**src/rtl/simd_acc_pkg.sv**
```systemverilog
package simd_acc_pkg;

   typedef enum logic [2:0] {
      OP_ADD     = 3'd0,
      OP_SUB     = 3'd1,
      OP_ACC_ADD = 3'd2,
      OP_ACC_SUB = 3'd3,
      OP_LOGIC   = 3'd4,
      OP_CNT_UP  = 3'd5,
      OP_CNT_DN  = 3'd6,
      OP_HOLD    = 3'd7
   } alu_op_e;

   typedef enum logic [1:0] {
      LM_ONE   = 2'd0,
      LM_TWO   = 2'd1,
      LM_FOUR  = 2'd2,
      LM_ONE_B = 2'd3
   } lane_mode_e;

   localparam logic [3:0] LF_AND   = 4'd0;
   localparam logic [3:0] LF_OR    = 4'd1;
   localparam logic [3:0] LF_XOR   = 4'd2;
   localparam logic [3:0] LF_NAND  = 4'd3;
   localparam logic [3:0] LF_NOR   = 4'd4;
   localparam logic [3:0] LF_XNOR  = 4'd5;
   localparam logic [3:0] LF_ANDN  = 4'd6;
   localparam logic [3:0] LF_ORN   = 4'd7;
   localparam logic [3:0] LF_NOTA  = 4'd8;
   localparam logic [3:0] LF_PASSA = 4'd9;

   localparam int TWO_LANES  = 2;
   localparam int FOUR_LANES = 4;

endpackage

```
**src/rtl/simd_seg_adder.sv**
```systemverilog
module simd_seg_adder #(
   parameter int W = 12
) (
   input  logic [W-1:0] x,
   input  logic [W-1:0] y,
   input  logic         cin,
   output logic [W-1:0] sum,
   output logic         cout
);

   if (W < 1) begin : g_bad_w
      $error("simd_seg_adder: W must be positive");
   end

   logic [W:0] wide;

   assign wide = {1'b0, x} + {1'b0, y} + {{W{1'b0}}, cin};
   assign sum  = wide[W-1:0];
   assign cout = wide[W];

endmodule

```
**src/rtl/simd_lane_bank.sv**
```systemverilog
module simd_lane_bank #(
   parameter int ACC_W  = 58,
   parameter int LANE_W = 12,
   parameter int LANES  = 4
) (
   input  logic [ACC_W-1:0] x,
   input  logic [ACC_W-1:0] y,
   input  logic             sub,
   output logic [ACC_W-1:0] sum,
   output logic [LANES-1:0] cout
);

   localparam int USED_W = LANE_W * LANES;

   if (USED_W > ACC_W) begin : g_bad_fit
      $error("simd_lane_bank: lanes exceed accumulator width");
   end

   logic [ACC_W-1:0] y_eff;
   assign y_eff = sub ? ~y : y;

   for (genvar i = 0; i < LANES; i++) begin : g_lane
      simd_seg_adder #(.W(LANE_W)) u_add (
         .x    (x[i*LANE_W +: LANE_W]),
         .y    (y_eff[i*LANE_W +: LANE_W]),
         .cin  (sub),
         .sum  (sum[i*LANE_W +: LANE_W]),
         .cout (cout[i])
      );
   end

   if (USED_W < ACC_W) begin : g_fill
      assign sum[ACC_W-1:USED_W] = '0;
   end

endmodule

```
**src/rtl/simd_logic_unit.sv**
```systemverilog
module simd_logic_unit
   import simd_acc_pkg::*;
#(
   parameter int W = 58
) (
   input  logic [W-1:0] a,
   input  logic [W-1:0] b,
   input  logic [3:0]   sel,
   output logic [W-1:0] y,
   output logic         ok
);

   always_comb begin
      ok = 1'b1;
      y  = '0;
      case (sel)
         LF_AND:   y = a & b;
         LF_OR:    y = a | b;
         LF_XOR:   y = a ^ b;
         LF_NAND:  y = ~(a & b);
         LF_NOR:   y = ~(a | b);
         LF_XNOR:  y = ~(a ^ b);
         LF_ANDN:  y = a & ~b;
         LF_ORN:   y = a | ~b;
         LF_NOTA:  y = ~a;
         LF_PASSA: y = a;
         default:  ok = 1'b0;
      endcase
   end

endmodule

```
**src/rtl/simd_pattern_det.sv**
```systemverilog
module simd_pattern_det #(
   parameter int W = 58
) (
   input  logic [W-1:0] value,
   input  logic [W-1:0] pattern,
   input  logic [W-1:0] mask,
   output logic         hit,
   output logic         hit_inv
);

   logic [W-1:0] diff_t;
   logic [W-1:0] diff_c;

   assign diff_t  = (value ^ pattern) & ~mask;
   assign diff_c  = (value ^ ~pattern) & ~mask;
   assign hit     = ~|diff_t;
   assign hit_inv = ~|diff_c;

   // a bit cannot equal both the pattern and its inverse unless masked
   always_comb begin
      p_flag_excl_r9: assert (!(hit && hit_inv) || (&mask));
   end

endmodule

```
**src/rtl/simd_accum_alu.sv**
```systemverilog
module simd_accum_alu
   import simd_acc_pkg::*;
#(
   parameter int ACC_W  = 58,
   parameter int DUAL_W = 24,
   parameter int QUAD_W = 12
) (
   input  logic              clk,
   input  logic              rst_n,
   input  logic              clr,
   input  logic              ce,
   input  logic [2:0]        op,
   input  logic [1:0]        lane_mode,
   input  logic [3:0]        logic_sel,
   input  logic [ACC_W-1:0]  a,
   input  logic [ACC_W-1:0]  b,
   input  logic [ACC_W-1:0]  pattern,
   input  logic [ACC_W-1:0]  mask,
   output logic [ACC_W-1:0]  acc,
   output logic [3:0]        carry,
   output logic              pat_hit,
   output logic              pat_hit_inv
);

   localparam int CAR_W  = FOUR_LANES;
   localparam int DUAL_U = TWO_LANES * DUAL_W;
   localparam int QUAD_U = FOUR_LANES * QUAD_W;
   localparam logic [ACC_W-1:0] ONE = {{(ACC_W-1){1'b0}}, 1'b1};

   if (DUAL_U > ACC_W) begin : g_bad_dual
      $error("simd_accum_alu: two lanes of DUAL_W exceed ACC_W");
   end
   if (QUAD_U > ACC_W) begin : g_bad_quad
      $error("simd_accum_alu: four lanes of QUAD_W exceed ACC_W");
   end
   if (QUAD_W < 1 || DUAL_W < 1) begin : g_bad_lane
      $error("simd_accum_alu: lane widths must be positive");
   end

   alu_op_e    op_c;
   lane_mode_e lm_c;
   assign op_c = alu_op_e'(op);
   assign lm_c = lane_mode_e'(lane_mode);

   logic [ACC_W-1:0] acc_q;
   logic [CAR_W-1:0] car_q;

   // operand routing
   logic             use_acc, is_sub, is_cnt, is_arith;
   logic [ACC_W-1:0] x_op, y_op;

   always_comb begin
      use_acc  = 1'b0;
      is_sub   = 1'b0;
      is_cnt   = 1'b0;
      is_arith = 1'b1;
      y_op     = b;
      case (op_c)
         OP_ADD:     ;
         OP_SUB:     is_sub = 1'b1;
         OP_ACC_ADD: begin use_acc = 1'b1; y_op = a; end
         OP_ACC_SUB: begin use_acc = 1'b1; y_op = a; is_sub = 1'b1; end
         OP_CNT_UP:  begin use_acc = 1'b1; y_op = ONE; is_cnt = 1'b1; end
         OP_CNT_DN:  begin use_acc = 1'b1; y_op = ONE; is_cnt = 1'b1; is_sub = 1'b1; end
         default:    is_arith = 1'b0;
      endcase
      x_op = use_acc ? acc_q : a;
   end

   // three lane arrangements computed side by side
   logic [ACC_W-1:0]      sum_one, sum_two, sum_four;
   logic [0:0]            c_one;
   logic [TWO_LANES-1:0]  c_two;
   logic [FOUR_LANES-1:0] c_four;

   simd_lane_bank #(.ACC_W(ACC_W), .LANE_W(ACC_W), .LANES(1)) u_bank_one (
      .x (x_op), .y (y_op), .sub (is_sub), .sum (sum_one), .cout (c_one)
   );
   simd_lane_bank #(.ACC_W(ACC_W), .LANE_W(DUAL_W), .LANES(TWO_LANES)) u_bank_two (
      .x (x_op), .y (y_op), .sub (is_sub), .sum (sum_two), .cout (c_two)
   );
   simd_lane_bank #(.ACC_W(ACC_W), .LANE_W(QUAD_W), .LANES(FOUR_LANES)) u_bank_four (
      .x (x_op), .y (y_op), .sub (is_sub), .sum (sum_four), .cout (c_four)
   );

   logic [ACC_W-1:0] ar_res;
   logic [CAR_W-1:0] ar_car;

   always_comb begin
      ar_res = sum_one;
      ar_car = {{(CAR_W-1){1'b0}}, c_one};
      if (!is_cnt) begin
         case (lm_c)
            LM_TWO: begin
               ar_res = sum_two;
               ar_car = {{(CAR_W-TWO_LANES){1'b0}}, c_two};
            end
            LM_FOUR: begin
               ar_res = sum_four;
               ar_car = c_four;
            end
            default: ;
         endcase
      end
   end

   // bitwise functions
   logic [ACC_W-1:0] lu_y;
   logic             lu_ok;

   simd_logic_unit #(.W(ACC_W)) u_logic (
      .a (a), .b (b), .sel (logic_sel), .y (lu_y), .ok (lu_ok)
   );

   // next-state selection
   logic             wr_en;
   logic [ACC_W-1:0] acc_d;
   logic [CAR_W-1:0] car_d;

   always_comb begin
      wr_en = 1'b0;
      acc_d = ar_res;
      car_d = ar_car;
      if (is_arith) begin
         wr_en = 1'b1;
      end else if (op_c == OP_LOGIC && lu_ok) begin
         wr_en = 1'b1;
         acc_d = lu_y;
         car_d = '0;
      end
   end

   always_ff @(posedge clk or negedge rst_n) begin
      if (!rst_n) begin
         acc_q <= '0;
         car_q <= '0;
      end else if (clr) begin
         acc_q <= '0;
         car_q <= '0;
      end else if (ce && wr_en) begin
         acc_q <= acc_d;
         car_q <= car_d;
      end
   end

   assign acc   = acc_q;
   assign carry = car_q;

   simd_pattern_det #(.W(ACC_W)) u_pdet (
      .value (acc_q), .pattern (pattern), .mask (mask),
      .hit (pat_hit), .hit_inv (pat_hit_inv)
   );

   // ---------------- assertions ----------------
   p_clear_r1: assert property (@(posedge clk) disable iff (!rst_n)
      clr |=> (acc == '0) && (carry == '0));

   p_hold_ce_r2: assert property (@(posedge clk) disable iff (!rst_n)
      (!clr && !ce) |=> $stable(acc) && $stable(carry));

   p_full_carry_r3: assert property (@(posedge clk) disable iff (!rst_n)
      (ce && !clr && op <= 3'd3 && (lane_mode == 2'd0 || lane_mode == 2'd3))
      |=> (carry[3:1] == 3'b000));

   p_dual_iso_r4: assert property (@(posedge clk) disable iff (!rst_n)
      (ce && !clr && op <= 3'd3 && lane_mode == 2'd1)
      |=> (carry[3:2] == 2'b00) && ((acc >> DUAL_U) == '0));

   p_quad_iso_r4: assert property (@(posedge clk) disable iff (!rst_n)
      (ce && !clr && op <= 3'd3 && lane_mode == 2'd2)
      |=> ((acc >> QUAD_U) == '0));

   p_count_up_r5: assert property (@(posedge clk) disable iff (!rst_n)
      (ce && !clr && op == 3'd5) |=> (acc == $past(acc) + ONE));

   p_count_dn_r5: assert property (@(posedge clk) disable iff (!rst_n)
      (ce && !clr && op == 3'd6) |=> (acc == $past(acc) - ONE));

   p_bad_sel_r6: assert property (@(posedge clk) disable iff (!rst_n)
      (!clr && op == 3'd4 && logic_sel > 4'd9)
      |=> $stable(acc) && $stable(carry));

   p_logic_carry_r6: assert property (@(posedge clk) disable iff (!rst_n)
      (ce && !clr && op == 3'd4 && logic_sel <= 4'd9) |=> (carry == '0));

   p_hold_op_r7: assert property (@(posedge clk) disable iff (!rst_n)
      (!clr && op == 3'd7) |=> $stable(acc) && $stable(carry));

endmodule

```
**config.mk**
```make
export PLATFORM = sky130hd
export DESIGN_NAME = simd_accum_alu
export DESIGN_NICKNAME = d
export VERILOG_FILES = /design/src/rtl/simd_acc_pkg.sv /design/src/rtl/simd_seg_adder.sv /design/src/rtl/simd_lane_bank.sv /design/src/rtl/simd_logic_unit.sv /design/src/rtl/simd_pattern_det.sv /design/src/rtl/simd_accum_alu.sv
export SDC_FILE = /design/constraint.sdc
export NUM_CORES = 1
export LEC_CHECK = 0
export ABC_AREA = 1
export ABC_CLOCK_PERIOD_IN_PS = 4950
export BUFFER_PORTS_ARGS = -buffer_cell sky130_fd_sc_hd__buf_2
export CAP_MARGIN = 20
export CORE_MARGIN = 2
export CORE_UTILIZATION = 40
export CTS_CLUSTER_DIAMETER = 50
export CTS_CLUSTER_SIZE = 25
export DETAILED_ROUTE_END_ITERATION = 8
export PLACE_DENSITY = 0.68
export SETUP_SLACK_MARGIN = 0.05
export SKIP_LAST_GASP = 1
export SYNTH_ARGS = -nofsm -noshare
export SYNTH_HDL_FRONTEND = slang
export SYNTH_SLANG_ARGS = --single-unit
```
**constraint.sdc**
```tcl
create_clock -name clk -period 4.95 [get_ports clk]
set_input_delay 0.99 -clock clk [delete_from_list [all_inputs] [get_ports clk]]
set_output_delay 0.99 -clock clk [all_outputs]
set_load 0.02 [all_outputs]
```
==> results summary, run 1 <==
The register bit count reported by yosys is 62. The core area is 44200 µm². The total power is 4.85 mW. Counting along the longest clock path gives a buffer depth of 2. The proportion of layout cells with a drive suffix above 1 came out at 13.3%. At the end of routability-driven placement, the weighted congestion stood at 1.13.

The pin count of the biggest net entering global routing is 54. The final critical path time including I/O delays and setup is 4570 ps. The starting DRC count in detailed routing is 3000. Walking the worst path, the cells encountered are buf_2 > inv_1 > nand2_4 > buf_12 > buf_4 > o22ai_1 > xor2_1 > inv_1 > ha_1 > buf_4 > nand2_1 > nor2_1 > inv_1 > nor2_1 > inv_1 > nor3_1 > nand3_1 > nand3_1 > a21oi_1 > o21ai_0 > nand2_1 > nand2_1 > nand2_1. The number of setup violations in the final report came out at 0.

Prior to clock tree synthesis, the placed netlist has a worst setup slack of 184 ps. The die covers 46400 µm². In this run the remaining antenna-violating nets after routing total 0. For the worst setup path, the data required time is 5200 ps. The sum of overflow across all layers after global routing is 0.

The maximum single-stage delay on the critical path is 470 ps. For this design the top-level I/O count stands at 309. The detailed-route DRC error count came out at 0.

The signed area change from the synthesized netlist to the final layout came out at 15.1%. The compound-gate portion of the synthesized area is 28.0%. In the final routed layout, each cell accounts on average for 23.3 µm. Detailed placement ended at an HPWL of 71200 µm. The simple logic cell fraction of the synthesized area is 24.3%. The CTS root buffer is sky130_fd_sc_hd__clkbuf_16. The effective utilization at floorplan came out at 40.4%. The number of nets handed over by synthesis was 3435.

Hold repair after CTS inserted 0 buffers. The later pin in the worst-skew pair is clocked with a latency of 370 ps. The worst setup path is of the primary input to flop kind. The areal power density over the cells is 236 nW/µm².

The wire length reported by the detailed router is 87400 µm. The share of the yosys chip area belonging to registers came out at 8.68%. The Yosys step of the flow raised 0 warnings.

The final net count is 3697. In this run the worst setup path begins at op[2]. The tool flagged a number of max-cap violations equal to 0.

At the pin with the least slew margin, the transition time is 815 ps. The number of iterations in the first detailed-routing pass came out at 9. The post-detailed-placement cell area came out at 20300 µm². The worst path setup slack after routing is 383 ps.

The reg2reg setup slack came out at 1510 ps. The number of failing hold endpoints at the final stage is 0. Measured in cells, the most critical reg-to-reg path has a length of 21. The class of the tightest hold or removal check is flop to flop. The TritonCTS clock tree is done.

The number of clock sinks came out at 62. The post-route clock period utilization is 92.3%. The total via count in the routed design came out at 22300. The element type at the critical path end is a flop. In this run the critical register-to-register path is captured at acc[42]$_DFFE_PN0P_. The maximum clock frequency came out at 0.219 GHz. The number of placement rows is 77.

Counting flops with an async set or reset pin after synthesis yields a share of 100%. Measured along the y axis, the die boundary spans 215 µm. The number of antenna violations at the first check in global routing is 5.

Together, buffers and inverters on the worst path number 8. The clock skew is 24.7 ps. The layout has 4789 filler cells. Setup repair after global routing left no endpoint under its margin. The total standard cell area after synthesis came out at 17900 µm². The total clock buffers created by CTS came out at 9. The number of enable flip-flop cells after synthesis is 0. For this design, the slowest cell found on the critical path is sky130_fd_sc_hd__o22ai_1. The run finished with clean final reports. The family of cells with the greatest summed delay on the critical path is simple AND/OR/NAND/NOR gates. The launch point of the worst reg-to-reg path is acc[0]$_DFFE_PN0P_.

The wire length of the first global-routing pass is 128000 µm. The leakage power is 10.7 nW. In this run the worst path has a maximum fanout of 46.

The port buffer count is 308. The via density per instance came out at 5.93. The via count of the first global-routing pass is 20600.

Multiplexer cells account for 0% of the synthesized area. The die outline width came out at 215 µm. Synthesis produced a netlist whose cell count is 2895. The xor-xnor portion of the synthesized cell area is 7.10%. After synthesis, the netlist uses 55 different library cells. The number of levels the H-tree was split into is 3. The clock-pin slew on the worst setup and hold paths is 60 ps. The number of resized instances in the post-cts repair step is 0. The worst ir drop on vdd came out at 0.178 mV. The dominant combinational cell family by area after synthesis is compound AO/OA/AOI/OAI gates.

In the synthesized netlist the dominant register cell turns out to be sky130_fd_sc_hd__dfrtp_1. The overall track demand over capacity in global routing is 36.3%. The final standard cell area without fillers came out at 20600 µm². The total count of max-transition violations in the final report is 0. In this run the tightest slew margin relative to its limit is 45.0%.

The setup total negative slack is 0 ps. Dividing the synthesized area by the synthesized cell count gives 6.18 µm². The number of stages on the worst setup path came out at 23.

The critical path ends at acc[54]$_DFFE_PN0P_. After Yosys synthesis, full adders, half adders and majority gates account for 20.8% of the synthesized area. The sort of element at the start of the critical path is a primary input. The arrival time of data at the critical path endpoint is 4810 ps. The number of post-CTS setup repair buffers is 0.
[area by class of cell]
type / count / area [µm²] / share of cell area, %
clock inverter: 4 / 70.1 / 0.340
clock buffer: 12 / 246 / 1.20
multi-input combinational: 2311 / 14400 / 69.8
timing repair buffer: 374 / 2110 / 10.3
inverter: 399 / 1500 / 7.28
tap: 592 / 741 / 3.60
sequential: 62 / 1550 / 7.54
antenna: 2 / 5.00 / 0.0243
[per-layer routing]
layer | share of wire (%) | track usage (%)
met5 | 0.014 | 0
met4 | 4.0 | 13.4
met3 | 15 | 13.1
met2 | 41 | 53.6
met1 | 41 | 48.2
[stage by stage]
| step | cells | util (%) | hold WS (ps) |
|---|---|---|---|
| finish | 3756 | 46.6 | 501 |
| global route | 3755 | 46.6 | 530 |
| CTS | 3754 | 46.5 | 506 |
| detailed placement | 3738 | 45.8 | 491 |
| global placement | 3738 | 45.8 | 480 |
| floorplan | 2895 | - | 585 |
[tightest hold or removal path, stage by stage, from the launching register on]
cell,delay [ps]
sky130_fd_sc_hd__dfrtp_1,340
sky130_fd_sc_hd__nand2_1,50
sky130_fd_sc_hd__o21ai_0,70
[cell usage after synthesis, types with 3 or more instances]
| cell type | instances | share of area (%) |
|---|---|---|
| sky130_fd_sc_hd__a32o_1 | 3 | 0.17 |
| sky130_fd_sc_hd__o21a_1 | 5 | 0.21 |
| sky130_fd_sc_hd__inv_1 | 394 | 8.3 |
| sky130_fd_sc_hd__o21ai_0 | 256 | 7.2 |
| sky130_fd_sc_hd__and3_1 | 3 | 0.10 |
| sky130_fd_sc_hd__nor2_1 | 269 | 5.6 |
| sky130_fd_sc_hd__o41ai_1 | 5 | 0.24 |
| sky130_fd_sc_hd__o221ai_1 | 25 | 1.2 |
| sky130_fd_sc_hd__a31oi_1 | 9 | 0.31 |
| sky130_fd_sc_hd__a221oi_1 | 66 | 3.2 |
| sky130_fd_sc_hd__nor4_1 | 13 | 0.45 |
| sky130_fd_sc_hd__a21o_1 | 6 | 0.25 |
| sky130_fd_sc_hd__buf_1 | 15 | 0.31 |
| sky130_fd_sc_hd__o211ai_1 | 8 | 0.34 |
| sky130_fd_sc_hd__o22ai_1 | 147 | 5.1 |
| sky130_fd_sc_hd__a211oi_1 | 31 | 1.3 |
| sky130_fd_sc_hd__a22o_1 | 6 | 0.29 |
| sky130_fd_sc_hd__nand3b_1 | 5 | 0.21 |
| sky130_fd_sc_hd__nand2_2 | 4 | 0.14 |
| sky130_fd_sc_hd__ha_1 | 291 | 20 |
| sky130_fd_sc_hd__a21oi_1 | 161 | 4.5 |
| sky130_fd_sc_hd__a2111oi_0 | 4 | 0.20 |
| sky130_fd_sc_hd__clkbuf_1 | 85 | 1.8 |
| sky130_fd_sc_hd__a21boi_0 | 3 | 0.13 |
| sky130_fd_sc_hd__clkbuf_2 | 4 | 0.11 |
| sky130_fd_sc_hd__buf_2 | 17 | 0.48 |
| sky130_fd_sc_hd__o21ai_1 | 8 | 0.22 |
| sky130_fd_sc_hd__o21bai_1 | 15 | 0.63 |
| sky130_fd_sc_hd__dfrtp_1 | 62 | 8.7 |
| sky130_fd_sc_hd__nand4_1 | 20 | 0.70 |
| sky130_fd_sc_hd__o31ai_1 | 8 | 0.34 |
| sky130_fd_sc_hd__nand3_1 | 114 | 3.2 |
| sky130_fd_sc_hd__o21ai_2 | 4 | 0.20 |
| sky130_fd_sc_hd__nor3_1 | 21 | 0.59 |
| sky130_fd_sc_hd__xor2_1 | 114 | 5.6 |
| sky130_fd_sc_hd__xnor2_1 | 31 | 1.5 |
| sky130_fd_sc_hd__fa_1 | 4 | 0.45 |
| sky130_fd_sc_hd__nand2_1 | 603 | 13 |
| sky130_fd_sc_hd__o2111ai_1 | 28 | 1.4 |
| sky130_fd_sc_hd__or2_2 | 6 | 0.21 |
| sky130_fd_sc_hd__clkinv_1 | 3 | 0.063 |
[sequential cells by signal, indices dropped and copies added, names as in the netlist]
| name | cells |
|---|---|
| acc | 58 |
| carry | 4 |
[cells in the final DEF, fill, tap and decap left out, types with 9 or more instances in the layout]
master	instances
sky130_fd_sc_hd__inv_1	391
sky130_fd_sc_hd__o21ai_1	9
sky130_fd_sc_hd__o21ai_0	255
sky130_fd_sc_hd__o22ai_1	147
sky130_fd_sc_hd__nand4_1	20
sky130_fd_sc_hd__buf_4	60
sky130_fd_sc_hd__o21bai_1	15
sky130_fd_sc_hd__dfrtp_1	62
sky130_fd_sc_hd__ha_1	291
sky130_fd_sc_hd__nand3_1	114
sky130_fd_sc_hd__o221ai_1	25
sky130_fd_sc_hd__nor3_1	21
sky130_fd_sc_hd__nor2_1	267
sky130_fd_sc_hd__xnor2_1	31
sky130_fd_sc_hd__o2111ai_1	28
sky130_fd_sc_hd__a31oi_1	9
sky130_fd_sc_hd__a21oi_1	161
sky130_fd_sc_hd__nand2_1	599
sky130_fd_sc_hd__a221oi_1	66
sky130_fd_sc_hd__xor2_1	114
sky130_fd_sc_hd__buf_2	308
sky130_fd_sc_hd__clkbuf_16	9
sky130_fd_sc_hd__a211oi_1	31
sky130_fd_sc_hd__nor4_1	13
[worst min path at each step]
stage | startpoint | endpoint | slack [ps] | cells after the start
finish | carry[2]$_DFFE_PN0P_ | carry[2]$_DFFE_PN0P_ | 500 | 2
floorplan | carry[0]$_DFFE_PN0P_ | carry[0]$_DFFE_PN0P_ | 590 | 2
detailed placement | carry[3]$_DFFE_PN0P_ | carry[3]$_DFFE_PN0P_ | 490 | 2
CTS | carry[2]$_DFFE_PN0P_ | carry[2]$_DFFE_PN0P_ | 510 | 2
global placement | carry[2]$_DFFE_PN0P_ | carry[2]$_DFFE_PN0P_ | 480 | 2
global route | carry[3]$_DFFE_PN0P_ | carry[3]$_DFFE_PN0P_ | 530 | 2
[logic make-up (layout without fill, tap and decap cells)]
logic type,after synthesis,count (layout)
xor gates and xnor gates,145,145
other,0,2
AOI/OAI and AO/OA,807,807
buffers and inverters,522,789
adders and majority gates,295,295
and+or+nand+nor,1064,1064
DFF,62,62
[power by group]
group | leakage (nW) | total (mW) | internal, mW | switching [mW]
Clock | 0.157 | 0.726 | 0.454 | 0.272
Combinational | 9.65 | 3.40 | 1.11 | 2.29
Sequential | 0.842 | 0.729 | 0.568 | 0.161
Total | 10.7 | 4.85 | 2.13 | 2.72
Power figures use the tool's default switching activity.
==> run 2: changes to the inputs <==
--- a/config.mk
+++ b/config.mk
@@ -9,6 +9,7 @@
 export ABC_CLOCK_PERIOD_IN_PS = 4950
 export BUFFER_PORTS_ARGS = -buffer_cell sky130_fd_sc_hd__buf_2
 export CAP_MARGIN = 20
+export CORE_ASPECT_RATIO = 0.7
 export CORE_MARGIN = 2
 export CORE_UTILIZATION = 40
 export CTS_CLUSTER_DIAMETER = 50
==> results summary, run 2 (synthesis gave the netlist of run 1 again) <==
The initial utilization of the core area, before any placement, comes to 40.8%. The pre-CTS worst setup slack is -224 ps. In the routed layout, each cell is associated on average with a via count of 5.91. Setup repair after global routing left no endpoint under its margin.

In the layout the commonest cells are sky130_fd_sc_hd__nand2_1 (599), sky130_fd_sc_hd__inv_1 (391), sky130_fd_sc_hd__buf_2 (307), sky130_fd_sc_hd__ha_1 (291), sky130_fd_sc_hd__nor2_1 (267). The number of failing hold endpoints at the final stage is 0. At the worst endpoint, the required time is 5230 ps. CTS placed an instance of sky130_fd_sc_hd__clkbuf_16 at the clock tree root. The worst path setup slack after routing is 225 ps. The maximum net fanout on the critical path came out at 22. From left edge to right edge, the die measures 257 µm. At the end of routability-driven placement, the weighted congestion stood at 1.10.

The flow ran to the end, and the final reports show no timing, DRC or antenna violations. The total of hold buffers inserted after clock tree synthesis came out at 0. Global routing used 40.2% of the available tracks across all layers.

The arrival time of data at the critical path endpoint is 5010 ps. The die span in y came out at 181 µm. Once the clock tree was built, the setup fixing pass inserted 0 buffers.

In the final routed layout, each cell accounts on average for 25.4 µm. Counting I/O delays and the setup requirement, the final critical path takes 4720 ps. The worst path uses 95.4% of the clock period. The core area came out at 43900 µm².

The number of max-cap violations came out at 0. The leakage power came out at 10.9 nW. In this run the top signal layer used is met5.

The area growth from synthesis to layout is 17.5%. The sum of overflow across all layers after global routing came out at 0. The detailed-route DRC error count came out at 0.

The total count of max-transition violations in the final report is 0. During I/O placement, the number of pins put on the boundary was 309. The areal power density over the cells came out at 245 nW/µm². The reg2reg setup slack came out at 1420 ps.

The worst hold path passes through 2 cells. The die area came out at 46400 µm². The number of antenna violations at the first check in global routing came to 5. The path with the worst hold slack has its endpoint at carry[3]$_DFFE_PN0P_. The wire length of the first global-routing pass came out at 138000 µm. In the final routing, the length of wire on met1 measures 37800 µm. The number of flip-flops in the largest register is 58. In this run the critical register-to-register path is launched from acc[12]$_DFFE_PN0P_. The worst pin sits at a relative slew slack of 22.0%.

STA classifies the critical path startpoint as a primary input. STA classifies the critical path endpoint as a flop. The final net count is 3748. The clock-pin slew on the worst setup and hold paths is 70 ps. The final route contains 22500 vias. The pin count of the biggest net entering global routing is 63. The end of the worst register-to-register path is acc[51]$_DFFE_PN0P_. The critical path class is primary input to flop.

The detail route stage leaves a number of antenna-violating nets equal to 0. Between clock sinks in the finished design, the worst skew comes to 10.8 ps. The class of the tightest hold or removal check is flop to flop. The clock reaches the later pin of the worst-skew pair after 390 ps. The proportion of layout cells with a drive suffix above 1 is 14.8%.

The met3 routed wirelength is 11100 µm. The number of resized instances in the post-cts repair step came out at 0. The via count of the first global-routing pass is 20700. CTS saw 62 sinks. The cell count after placement came out at 3791. The number of levels the H-tree was split into is 3. The starting DRC count in detailed routing came out at 2838. The number of iterations in the first detailed-routing pass is 7. The worst hold path begins at carry[3]$_DFFE_PN0P_. After floorplanning, the core was divided into 64 placement rows. For this block, the routed nets add up to 96600 µm of wire.

The total clock buffers created by CTS is 9. The clock passes through at most 2 buffers. The number of cells on the worst reg-to-reg path is 18. The maximum clock frequency is 0.212 GHz.

Leaving out fill and tap cells, the most frequent cell in the layout is sky130_fd_sc_hd__nand2_1. TritonCTS built the clock tree. Detailed placement finished with a half-perimeter wire length of 78500 µm. The met2 wire length came out at 40600 µm. The port buffer count is 308. The post-route non-filler standard cell count came out at 3808. At the pin with the least slew margin, the transition time is 1160 ps.

The worst ir drop on vdd came out at 0.196 mV. The number of setup violations in the final report is 0.
run 2: changes by cell type in the layout (fill, tap and decap cells not counted), sizes merged:
cell,before,now
buf,374,425
diode,2,1
inv,394,395
bufinv,2,1
run 2: critical path, cell delays in order:
cell	delay, ps
sky130_fd_sc_hd__buf_2	150
sky130_fd_sc_hd__inv_1	70
sky130_fd_sc_hd__nand3_2	150
sky130_fd_sc_hd__nand3_4	320
sky130_fd_sc_hd__buf_12	290
sky130_fd_sc_hd__buf_4	150
sky130_fd_sc_hd__nand2_1	50
sky130_fd_sc_hd__o21ai_1	160
sky130_fd_sc_hd__ha_1	470
sky130_fd_sc_hd__nand2_1	170
sky130_fd_sc_hd__nor2_1	220
sky130_fd_sc_hd__inv_1	100
sky130_fd_sc_hd__nor2_1	100
sky130_fd_sc_hd__inv_1	160
sky130_fd_sc_hd__nor4_2	490
sky130_fd_sc_hd__nand2_1	110
sky130_fd_sc_hd__nand2_1	240
sky130_fd_sc_hd__nand3_1	110
sky130_fd_sc_hd__nand2_1	130
sky130_fd_sc_hd__nand2_1	60
sky130_fd_sc_hd__nand2_1	60
sky130_fd_sc_hd__o21ai_0	80
sky130_fd_sc_hd__nand2_1	70
sky130_fd_sc_hd__nand2_1	50
run 2: how the worst max path moves through the flow:
stage / start / endpoint / slack (ps) / cells past startpoint
after floorplan: op[2] / acc[40]$_DFFE_PN0P_ / 880 / 19
after global placement: op[1] / acc[51]$_DFFE_PN0P_ / -190 / 24
final: op[1] / acc[51]$_DFFE_PN0P_ / 230 / 24
after detailed placement: op[1] / acc[51]$_DFFE_PN0P_ / -220 / 24
after CTS: op[1] / acc[51]$_DFFE_PN0P_ / 170 / 24
after global routing: op[1] / acc[41]$_DFFE_PN0P_ / 90 / 25
run 2: report_power, final:
group / internal, mW / switching, mW
Clock: 0.416 / 0.318
Combinational: 1.22 / 2.47
Sequential: 0.567 / 0.170
run 2: final cells by class:
cell class              count  area, µm²
diodes                      1       2.50
clock buffers              12        256
clock inverters             4       45.0
fillers                  4711      22900
inverters                 399       1500
multi-input cells        2311      14400
flip-flops and latches     62       1550
well taps                 594        743
repair buffers            425       2550
run 2: per-stage QoR:
stage                     TNS, ps  cell area [µm²]  power, mW  hold slack (ps)  util, %
after floorplan                 0            17900       2.78              585        -
after global placement       -550            20700       4.31              483     47.2
after detailed placement     -654            20700       4.27              480     47.2
after CTS                       0            21000       5.01              515     47.9
after global routing            0            21000       5.43              526     47.9
final                           0            21000       5.16              510     47.9
run 2: metal layers:
layer,vias to the layer above,GRT usage (%)
li1,10500,-
met1,10200,49.9
met2,1481,61.9
met3,307,11.0
met4,4,24.7
met5,-,0
